===== src/rtl/rdc_pkg.sv =====
package rdc_pkg;
    typedef enum logic [1:0] {
        ST_IDLE    = 2'd0,
        ST_FETCH   = 2'd1,
        ST_SEND_LO = 2'd2,
        ST_SEND_HI = 2'd3
    } rdc_state_e;

    localparam int ADDR_W = 3;
    localparam logic [ADDR_W-1:0] ODD_DWORD = 3'b100;
endpackage


===== src/rtl/rdc_word_buf.sv =====
module rdc_word_buf #(
    parameter int LOC_W = 64
) (
    input  logic               clk,
    input  logic               rst_n,
    input  logic               load,
    input  logic [LOC_W-1:0]   din,
    input  logic               sel_hi,
    output logic [LOC_W/2-1:0] dout
);
    localparam int HALF_W = LOC_W / 2;

    logic [LOC_W-1:0] word_q;

    always_ff @(posedge clk or negedge rst_n) begin
        if (!rst_n) begin
            word_q <= '0;
        end else if (load) begin
            word_q <= din;
        end
    end

    assign dout = sel_hi ? word_q[LOC_W-1:HALF_W] : word_q[HALF_W-1:0];

    // The stored word changes only when a new local word is taken.
    p_word_hold_r6: assert property (@(posedge clk) disable iff (!rst_n)
        !load |=> $stable(word_q));
endmodule


===== src/rtl/rdc_ctrl.sv =====
module rdc_ctrl
    import rdc_pkg::*;
(
    input  logic              clk,
    input  logic              rst_n,
    input  logic              txn_start,
    input  logic [ADDR_W-1:0] start_addr,
    input  logic              txn_end,
    input  logic              loc_valid,
    input  logic              out_ready,
    output rdc_state_e        state,
    output logic              first_skip
);
    rdc_state_e state_d;
    logic       skip_d;

    always_comb begin
        state_d = state;
        skip_d  = first_skip;
        unique case (state)
            ST_IDLE: begin
                if (txn_start) begin
                    state_d = ST_FETCH;
                    skip_d  = (start_addr == ODD_DWORD);
                end
            end
            ST_FETCH: begin
                if (loc_valid) begin
                    state_d = first_skip ? ST_SEND_HI : ST_SEND_LO;
                    skip_d  = 1'b0;
                end
            end
            ST_SEND_LO: begin
                if (out_ready) state_d = ST_SEND_HI;
            end
            ST_SEND_HI: begin
                if (out_ready) state_d = ST_FETCH;
            end
            default: state_d = ST_IDLE;
        endcase
        if (txn_end && state != ST_IDLE) begin
            state_d = ST_IDLE;
            skip_d  = 1'b0;
        end
    end

    always_ff @(posedge clk or negedge rst_n) begin
        if (!rst_n) begin
            state      <= ST_IDLE;
            first_skip <= 1'b0;
        end else begin
            state      <= state_d;
            first_skip <= skip_d;
        end
    end

    // The skip flag is only live before the first word is taken.
    p_skip_only_fetch_r3: assert property (@(posedge clk) disable iff (!rst_n)
        first_skip |-> (state == ST_FETCH));
endmodule


===== src/rtl/rd_width_dnconv.sv =====
module rd_width_dnconv
    import rdc_pkg::*;
#(
    parameter int LOC_W = 64
) (
    input  logic               clk,
    input  logic               rst_n,
    input  logic               txn_start,
    input  logic [2:0]         start_addr,
    input  logic               txn_end,
    input  logic [LOC_W-1:0]   loc_data,
    input  logic               loc_valid,
    output logic               loc_ready,
    output logic               loc_lo_ack,
    output logic               loc_hi_ack,
    output logic [LOC_W/2-1:0] out_data,
    output logic               out_valid,
    input  logic               out_ready,
    output logic               txn_active,
    output logic               wide_status,
    output logic               wide_ack
);
    rdc_state_e state;
    logic       first_skip;
    logic       take;

    rdc_ctrl u_ctrl (
        .clk        (clk),
        .rst_n      (rst_n),
        .txn_start  (txn_start),
        .start_addr (start_addr),
        .txn_end    (txn_end),
        .loc_valid  (loc_valid),
        .out_ready  (out_ready),
        .state      (state),
        .first_skip (first_skip)
    );

    always_comb begin
        loc_ready   = 1'b0;
        out_valid   = 1'b0;
        txn_active  = 1'b1;
        wide_status = 1'b0;
        wide_ack    = 1'b0;
        unique case (state)
            ST_IDLE:    txn_active = 1'b0;
            ST_FETCH:   loc_ready  = !txn_end;
            ST_SEND_LO: out_valid  = 1'b1;
            ST_SEND_HI: out_valid  = 1'b1;
            default:    txn_active = 1'b0;
        endcase
        take       = loc_ready && loc_valid;
        loc_hi_ack = take;
        loc_lo_ack = take && !first_skip;
    end

    rdc_word_buf #(.LOC_W(LOC_W)) u_buf (
        .clk    (clk),
        .rst_n  (rst_n),
        .load   (take),
        .din    (loc_data),
        .sel_hi (state == ST_SEND_HI),
        .dout   (out_data)
    );

    p_lo_needs_hi_r4: assert property (@(posedge clk) disable iff (!rst_n)
        loc_lo_ack |-> loc_hi_ack);

    p_no_fetch_while_send_r5: assert property (@(posedge clk) disable iff (!rst_n)
        out_valid |-> !loc_ready);

    p_fetch_after_hi_r5: assert property (@(posedge clk) disable iff (!rst_n)
        (state == ST_SEND_HI && out_ready && !txn_end) |=> (state == ST_FETCH));

    p_hold_out_r6: assert property (@(posedge clk) disable iff (!rst_n)
        (out_valid && !out_ready && !txn_end) |=> (out_valid && $stable(out_data)));

    p_end_flush_r7: assert property (@(posedge clk) disable iff (!rst_n)
        txn_end |=> (!txn_active && !out_valid));
endmodule


===== config.mk =====
export PLATFORM = sky130hd
export DESIGN_NAME = rd_width_dnconv
export DESIGN_NICKNAME = d
export VERILOG_FILES = /design/src/rtl/rdc_pkg.sv /design/src/rtl/rdc_word_buf.sv /design/src/rtl/rdc_ctrl.sv /design/src/rtl/rd_width_dnconv.sv
export SDC_FILE = /design/constraint.sdc
export NUM_CORES = 1
export LEC_CHECK = 0
export BUFFER_PORTS_ARGS = -buffer_cell sky130_fd_sc_hd__buf_2
export CAP_MARGIN = 0
export CORE_MARGIN = 2
export CORE_UTILIZATION = 45
export CTS_CLUSTER_DIAMETER = 150
export DETAILED_ROUTE_END_ITERATION = 12
export PLACE_DENSITY_LB_ADDON = 0.08
export SLEW_MARGIN = 10
export SYNTH_ARGS = -nofsm -noshare
export SYNTH_HDL_FRONTEND = slang
export SYNTH_SLANG_ARGS = --single-unit

===== constraint.sdc =====
create_clock -name clk -period 1.65 [get_ports clk]
set_input_delay 0.0825 -clock clk [delete_from_list [all_inputs] [get_ports clk]]
set_output_delay 0.0825 -clock clk [all_outputs]
set_load 0.01 [all_outputs]

==> results of run 1 <==
power by group:
group          switching (mW)  internal [mW]  leakage (nW)
logic                    1.52           2.79          1.72
registers               0.481           2.47         0.802
clock network           0.664          0.738        0.0987
total                    2.66           6.00          2.62
path summary, 6_finish.rpt:
kind,start,end,cells after the start
setup / recovery,u_ctrl.state[0],out_data[29],4
hold / removal,start_addr[0],u_ctrl.first_skip,3
setup reg to reg,u_ctrl.state[1],u_buf.word_q[47],6
hold reg to reg,u_buf.word_q[52],u_buf.word_q[52],1
max in group asynchronous,rst_n,u_buf.word_q[31],3
min in group asynchronous,rst_n,u_buf.word_q[18],3
timing repair:
| item | CTS | global route |
|---|---|---|
| hold buffers | 65 | 0 |
| resized for setup | 32 | 40 |
| endpoints found under the hold margin | 131 | 0 |
| pin swaps | 3 | 4 |
| gates cloned | 1 | 1 |
| endpoints found under the setup margin | 50 | 101 |
| buffers inserted | 8 | 2 |
kinds of logic after synthesis:
| group | Yosys count |
|---|---|
| compound gates | 2 |
| mux | 99 |
| fa+ha+maj | 5 |
| flops | 67 |
| other cells | 1 |
| buf+inv | 18 |
| simple gates | 16 |
synthesized netlist by cell type, types with 3 or more instances:
cell type | number | area (um^2)
mux2_2 | 58 | 653
inv_1 | 5 | 18.8
nand2_1 | 5 | 18.8
buf_2 | 6 | 30.0
mux2_4 | 38 | 571
dfrtp_1 | 67 | 1680
ha_1 | 5 | 62.6
buf_6 | 5 | 56.3
mux2i_1 | 3 | 30.0
flip-flops by register name (all words and copies together), names as in the netlist:
signal	cells
u_ctrl.first_skip	1
u_buf.word_q	64
u_ctrl.state	2
layout make-up:
| class | instances | area, um^2 | share of cell area (%) |
|---|---|---|---|
| Timing Repair Buffer | 193 | 1560 | 30.1 |
| Clock inverter | 6 | 63.8 | 1.23 |
| Clock buffer | 10 | 138 | 2.66 |
| Inverter | 5 | 21.3 | 0.410 |
| Sequential cell | 67 | 1680 | 32.4 |
| Multi-Input combinational cell | 124 | 1600 | 30.9 |
| Tap cell | 96 | 120 | 2.32 |
routing by layer:
layer | vias up | share of wire (%) | GRT usage, %
li1 | 1104 | - | -
met1 | 1152 | 43 | 24.3
met2 | 84 | 50 | 32.0
met3 | 12 | 6.1 | 5.78
met4 | 0 | 1.5 | 8.13
met5 | - | 0 | 0
per-stage QoR:
step / setup TNS (ns) / hold WS [ns] / cells
finish: -1.78 / 0.0109 / 501
global route: -6.58 / 0.00825 / 501
CTS: -4.73 / 0.00338 / 499
detailed placement: 0 / 0.130 / 409
global placement: 0 / 0.133 / 409
floorplan: 0 / -0.213 / 209
worst max-delay path: cells and delay by family, from the launching register on:
kind,cells,cell delay (ns)
multiplexers,1,0.35
flip-flops,1,0.42
adder cells (fa/ha/maj),1,0.18
buffers and inverters,2,0.33
==> results.cfg, run 1 <==
[setup_path]
crit_arrival_ns = 1.63
startpoint_type = flop
critical_path_class = reg -> out
crit_path_max_incr_delay_ns = 0.42
cp-end-kind = output pin
r2r_setup_slack_ns = -0.04
path_cells = ha_4 > buf_12 > mux2_2 > buf_2
critPathMaxFanout = 18
slowest_stage = dfrtp_2
cp.required_ns = 1.57

[clock_network]
h-tree-depth = 3
cts_buffers = 9
cts.root.buffer_cell = clkbuf_8
cts_tree = yes
cts.sinks = 67
clkLatencyLatePin_ns = 0.35
clk_pin_slew_ns = 0.08
clockBufferDepth = 2

[layout]
final_common_cell = buf_2
stdcell_area_um2 = 5180
area_growth_pct = 60.6
drive_gt1_share_pct = 63.2
n_antenna_cell = 0
mostFrequentLayoutCells = 94 x buf_2, 65 x dlygate4sd3_1, 65 x dfrtp_1
layout.nets = 478
post-route-util_pct = 75.5
fill_cells = 456

[grt]
antenna_found_initial = 0
grt_usage_pct = 19.6
grt_pass1_wl_mm = 11.6
grt_pass1_vias = 2506
gr-total-overflow = 0
grt_max_degree = 68

[place]
gp_congestion = 0.735
placed_area_um2 = 3910
dp_hpwl_mm = 4.20
numPortBuffers = 109
post-place-ws_ns = 0.000456

[sta]
rsz0062_at_grt = true
finalSetupViolCount = 58
fin_crit_sh_pct = 104
finalCriticalPeriod_ns = 1.71
post-route-worst-setup-slack_ns = -0.0649
final_hold_viol_count = 0
fmax_mhz = 583
finalMaxSlewViolations = 0
skew_ns = 0.00744

[detailed_routing]
firstDrtPassIters = 4
avgRoutedWirePerCell_um = 15.8
postRouteAntennaNets = 0
first_iter_violations = 55
drc = 0
num_vias = 2352
wl_mm = 7.93
via_per_inst = 4.69

[die]
ios = 112
core-area_um2 = 6870
die_h_um = 88.7
start_util_pct = 47.0
dieArea_um2 = 7870
dieWidth_um = 88.7
rows = 30

[power_and_ir_drop]
finalPower_mw = 8.67
ir_drop_mv = 0.905
pwr_density_cell_nw_per_um2 = 1670
power_leakage_nw = 2.62

[hold_path]
hold_class = in -> reg

[yosys]
avgSynthCellArea_um2 = 15.5
synth-simple-area-share_pct = 2.67
syn_inst = 208
ys_ff_latch = 67
ys_types = 21
synthArstFlopShare_pct = 100
synth_mux_area_share_pct = 38.8
synth_warnings = 0
synth_edf_count = 0
synth_area_um2 = 3230
synth-adder-area-share_pct = 1.94
synth_top_family_by_area = multiplexers
synth_compound_area_share_pct = 0.775
ys_seq_area_share_pct = 51.9
synth_ff_type = dfrtp_1
synth_xor_area_share_pct = 0

[job]
cap_violations = 0

[outcome]
status = finished, violations left
violations = negative setup slack
No activity file was read; power rests on OpenSTA's default activity.
==> inputs of run 2 (changes only) <==
--- a/config.mk
+++ b/config.mk
@@ -11,7 +11,9 @@
 export CORE_UTILIZATION = 45
 export CTS_CLUSTER_DIAMETER = 150
 export DETAILED_ROUTE_END_ITERATION = 12
+export MAX_ROUTING_LAYER = met4
 export PLACE_DENSITY_LB_ADDON = 0.08
+export REMOVE_ABC_BUFFERS = 1
 export SLEW_MARGIN = 10
 export SYNTH_ARGS = -nofsm -noshare
 export SYNTH_HDL_FRONTEND = slang
==> run 2 against run 1 <==
- the flow still finishes with violations (negative setup slack)
- non-clock buffer count increased by 7
- sequential cell count unchanged
- final cell count increased by 1.2%
- largest power group unchanged
==> results.cfg, run 2 (synthesis results as in run 1) <==
[outcome]
status = finished, violations left
violations = negative setup slack

[place]
placed_area_um2 = 3920
dp_hpwl_mm = 4.24
gp_congestion = 0.769
numPortBuffers = 109

[sta]
skew_ns = 0.00770
post-route-worst-setup-slack_ns = -0.106
finalSetupViolCount = 86
finalCriticalPeriod_ns = 1.76
fmax_mhz = 569
finalSetupTns_ns = -4.93
final_hold_viol_count = 0
rsz0062_at_grt = true
finalMaxSlewViolations = 0
fin_crit_sh_pct = 106

[die]
start_util_pct = 47.0
rows = 30
ios = 112
dieWidth_um = 88.7
dieArea_um2 = 7870
die_h_um = 88.7
core-area_um2 = 6870

[clock_network]
cts.sinks = 67
cts_buffers = 9
h-tree-depth = 3
cts_tree = yes
clk_pin_slew_ns = 0.06
cts.root.buffer_cell = clkbuf_8
clockBufferDepth = 2
clkLatencyLatePin_ns = 0.34

[hold_path]
hold_class = in -> reg
hold_depth = 3
hold_end = u_ctrl.first_skip
min_from = start_addr[0]

[power_and_ir_drop]
ir_drop_mv = 0.796
pwr_density_cell_nw_per_um2 = 1630
finalPower_mw = 8.45
power_leakage_nw = 2.63

[detailed_routing]
wl_mm = 7.96
postRouteAntennaNets = 0
avgRoutedWirePerCell_um = 15.7
firstDrtPassIters = 4
num_vias = 2381
first_iter_violations = 53
drc = 0
via_per_inst = 4.70

[layout]
regMostFlops = u_buf.word_q
drive_gt1_share_pct = 61.1
mostFrequentLayoutCells = 92 x buf_2, 66 x dfrtp_1, 65 x dlygate4sd3_1
stdcell_area_um2 = 5180
n_antenna_cell = 0
largest_registers = u_buf.word_q (64), u_ctrl.state (2), u_ctrl.first_skip (1)
final_common_cell = buf_2
largest_reg_flops = 64
area_growth_pct = 60.5
layout.nets = 485

[setup_path]
path_cells = buf_4 > ha_4 > buf_12 > mux2_2 > buf_2
crit_path_max_incr_delay_ns = 0.37
slowest_stage = dfrtp_1
rr_startpoint = u_ctrl.state[1]
startpoint_type = flop
crit_arrival_ns = 1.67
crit_family = buffers and inverters
critical_path_class = reg -> out
cp.required_ns = 1.57
worst-path-buf-inv = 3
critPathMaxFanout = 18
cp-end-kind = output pin
reg2reg_to = u_ctrl.state[1]
reg2reg_depth = 6
r2r_setup_slack_ns = -0.07

[job]
cap_violations = 0

[grt]
grt_max_degree = 68
grt_pass1_vias = 2547
gr-total-overflow = 0
grt_usage_pct = 21.0
grt_pass1_wl_mm = 12.2
antenna_found_initial = 0
## run 2: metrics by stage
| step | std cells | hold WS, ns | setup slack [ns] | util, % |
|---|---|---|---|---|
| 6_report | 507 | 0.0237 | -0.106 | 75.4 |
| 3_5_place_dp | 410 | 0.130 | -0.0123 | 57.1 |
| 2_1_floorplan | 196 | -0.213 | -1.64 | - |
| 4_1_cts | 499 | 0.0174 | -0.0798 | 73.6 |
| 3_3_place_gp | 410 | 0.135 | 0.0274 | 57.1 |
| 5_1_grt | 507 | 0.0399 | -0.154 | 75.4 |
## run 2: worst max-delay path by stage
stage,startpoint,endpoint,cells past startpoint
after floorplan,u_ctrl.state[1],u_buf.word_q[38],5
after global placement,u_ctrl.state[1],u_ctrl.state[1],5
after detailed placement,u_ctrl.state[0],u_ctrl.first_skip,4
after CTS,u_ctrl.state[1],loc_lo_ack,7
after global routing,u_ctrl.state[1],out_data[26],5
final,u_ctrl.state[1],out_data[9],5
## run 2: final cells by class
class	instances	area [um^2]
clock buffer	12	145
inverter	5	18.8
fill	444	1690
clock inverter	3	15.0
timing repair buffer	200	1670
multi-input combinational	124	1530
tap	96	120
sequential	67	1680
## run 2: what timing repair did
item	4_1_cts	5_1_grt
gates resized for setup	42	5
hold endpoints to repair	131	0
setup endpoints to repair	38	101
gates cloned	1	3
setup buffers	8	5
pin swaps	3	2
hold buffers	65	0
## run 2: layer usage
layer	GRT usage [%]	up-vias	share of wire (%)
met1	26.3	1178	43
li1	-	1122	-
met4	5.92	0	1.4
met3	4.94	10	3.8
met2	34.2	71	51
met5	-	-	0
## run 2: worst register-to-register path: cells and delay by family (launching register included)
| kind | cells | cell delay, ns |
|---|---|---|
| AOI/OAI and AO/OA | 1 | 0.27 |
| DFF | 1 | 0.39 |
| adders and majority gates | 1 | 0.18 |
| muxes | 1 | 0.23 |
| and+or+nand+nor | 1 | 0.31 |
| buffers and inverters | 2 | 0.26 |
## run 2: report_power, final
| group | leakage (nW) | internal, mW | total, mW | switching (mW) |
|---|---|---|---|---|
| logic | 1.74 | 2.82 | 4.33 | 1.50 |
| registers | 0.803 | 2.47 | 2.95 | 0.471 |
| clock network | 0.0860 | 0.572 | 1.17 | 0.603 |
| total | 2.63 | 5.87 | 8.45 | 2.58 |
==> inputs of run 3 (changes only) <==
--- a/config.mk
+++ b/config.mk
@@ -7,11 +7,9 @@
 export LEC_CHECK = 0
 export BUFFER_PORTS_ARGS = -buffer_cell sky130_fd_sc_hd__buf_2
 export CAP_MARGIN = 0
-export CORE_MARGIN = 2
 export CORE_UTILIZATION = 45
 export CTS_CLUSTER_DIAMETER = 150
 export DETAILED_ROUTE_END_ITERATION = 12
-export MAX_ROUTING_LAYER = met4
 export PLACE_DENSITY_LB_ADDON = 0.08
 export REMOVE_ABC_BUFFERS = 1
 export SLEW_MARGIN = 10
==> run 3 against run 2 <==
- clock skew is essentially flat
- the flow still finishes with violations (negative setup slack)
- critical path type unchanged
- largest power group unchanged
- clock-buffer cell count is the same
- final cell count is the same
- final area grew 3.4%
==> results.cfg, run 3 (synthesis results as in run 1) <==
[detailed_routing]
firstDrtPassIters = 4
drc = 0
avgRoutedWirePerCell_um = 15.3
wl_mm = 7.78
via_per_inst = 4.63
first_iter_violations = 47
num_vias = 2348
postRouteAntennaNets = 0

[die]
dieWidth_um = 86.7
ios = 112
start_util_pct = 47.0
die_h_um = 86.7
rows = 30
dieArea_um2 = 7520
core-area_um2 = 6870

[sta]
final_hold_viol_count = 0
worst_hold_slack_ns = 0.0285
rsz0062_at_grt = true
fin_crit_sh_pct = 105
post-route-worst-setup-slack_ns = -0.0761
skew_ns = 0.00772
finalSetupTns_ns = -2.03
finalCriticalPeriod_ns = 1.73
fmax_mhz = 579
finalSetupViolCount = 68
finalMaxSlewViolations = 0

[setup_path]
startpoint_type = flop
path_cells = inv_2 > ha_4 > and2b_2 > nand2_8 > buf_12 > nor2_4 > buf_6
cp.required_ns = 1.57
critical_path_class = reg -> out
crit_path_max_incr_delay_ns = 0.45
crit_arrival_ns = 1.64
worst-path-buf-inv = 3
critPathMaxFanout = 7
crit_family = flip-flops
slowest_stage = dfrtp_2
cp-end-kind = output pin

[layout]
post-route-util_pct = 77.9
layout.nets = 485
area_growth_pct = 65.9
largest_reg_flops = 64
final_cells = 507
largest_registers = u_buf.word_q (64), u_ctrl.state (2), u_ctrl.first_skip (1)
n_antenna_cell = 0
stdcell_area_um2 = 5350
mostFrequentLayoutCells = 84 x buf_2, 78 x mux2_4, 66 x dlygate4sd3_1
regMostFlops = u_buf.word_q
final_common_cell = buf_2
drive_gt1_share_pct = 62.5

[grt]
grt_pass1_vias = 2402
antenna_found_initial = 0
grt_max_degree = 68
gr-total-overflow = 0
grt_pass1_wl_mm = 11.3
grt_usage_pct = 19.8

[outcome]
status = finished, violations left
violations = negative setup slack

[place]
numPortBuffers = 109
gp_congestion = 0.723
place_inst = 411
dp_hpwl_mm = 4.11
post-place-ws_ns = -0.0254
placed_area_um2 = 3930

[clock_network]
clockBufferDepth = 2
clkLatencyLatePin_ns = 0.33
cts.root.buffer_cell = clkbuf_8
h-tree-depth = 3
clk_pin_slew_ns = 0.07
cts_buffers = 9
cts_tree = yes
cts.sinks = 67

[power_and_ir_drop]
pwr_density_cell_nw_per_um2 = 1650
power_leakage_nw = 2.74
ir_drop_mv = 0.866
finalPower_mw = 8.84

[job]
cap_violations = 0

[hold_path]
hold_class = in -> reg
[run 3: routing by layer]
metal / global-route usage [%] / wire (um) / vias to the layer above
met5: 0 / 0 / -
met4: 9.24 / 142 / 0
met3: 4.19 / 367 / 14
met2: 32.0 / 3870 / 78
met1: 25.5 / 3400 / 1137
li1: - / - / 1119
[run 3: final timing paths]
path	from	to	slack, ns	depth (start not counted)
hold reg to reg	u_buf.word_q[54]	u_buf.word_q[54]	0.50	1
hold / removal	start_addr[1]	u_ctrl.first_skip	0.03	3
setup / recovery	u_ctrl.state[1]	loc_lo_ack	-0.08	7
max in group asynchronous	rst_n	u_ctrl.state[0]	1.02	3
min in group asynchronous	rst_n	u_buf.word_q[48]	0.32	3
setup reg to reg	u_ctrl.state[0]	u_buf.word_q[44]	-0.06	6
[run 3: power by group]
part	switching (mW)	leakage, nW	internal [mW]	total [mW]
clock network	0.587	0.0860	0.572	1.16
registers	0.491	0.802	2.48	2.97
logic	1.57	1.85	3.14	4.71
total	2.65	2.74	6.19	8.84
[run 3: worst register-to-register path: cells and delay by family (launching register included)]
| kind | cells | cell delay, ns |
|---|---|---|
| flip-flops | 1 | 0.46 |
| AND/OR/NAND/NOR | 2 | 0.37 |
| multiplexers | 1 | 0.31 |
| buffers and inverters | 2 | 0.27 |
| adder cells (fa/ha/maj) | 1 | 0.18 |
[run 3: layout make-up]
type | instances | area [um^2]
Timing Repair Buffer | 200 | 1720
Sequential cell | 67 | 1680
Multi-Input combinational cell | 124 | 1650
Fill cell | 403 | 1520
Clock buffer | 12 | 145
Tap cell | 96 | 120
Inverter | 5 | 21.3
Clock inverter | 3 | 15.0
[run 3: what timing repair did]
action	in CTS	in global routing
hold buffers	66	0
gates cloned	1	2
pin swaps	3	4
endpoints found under the setup margin	58	99
buffers inserted	10	3
gates resized for setup	34	64
hold endpoints to repair	132	0
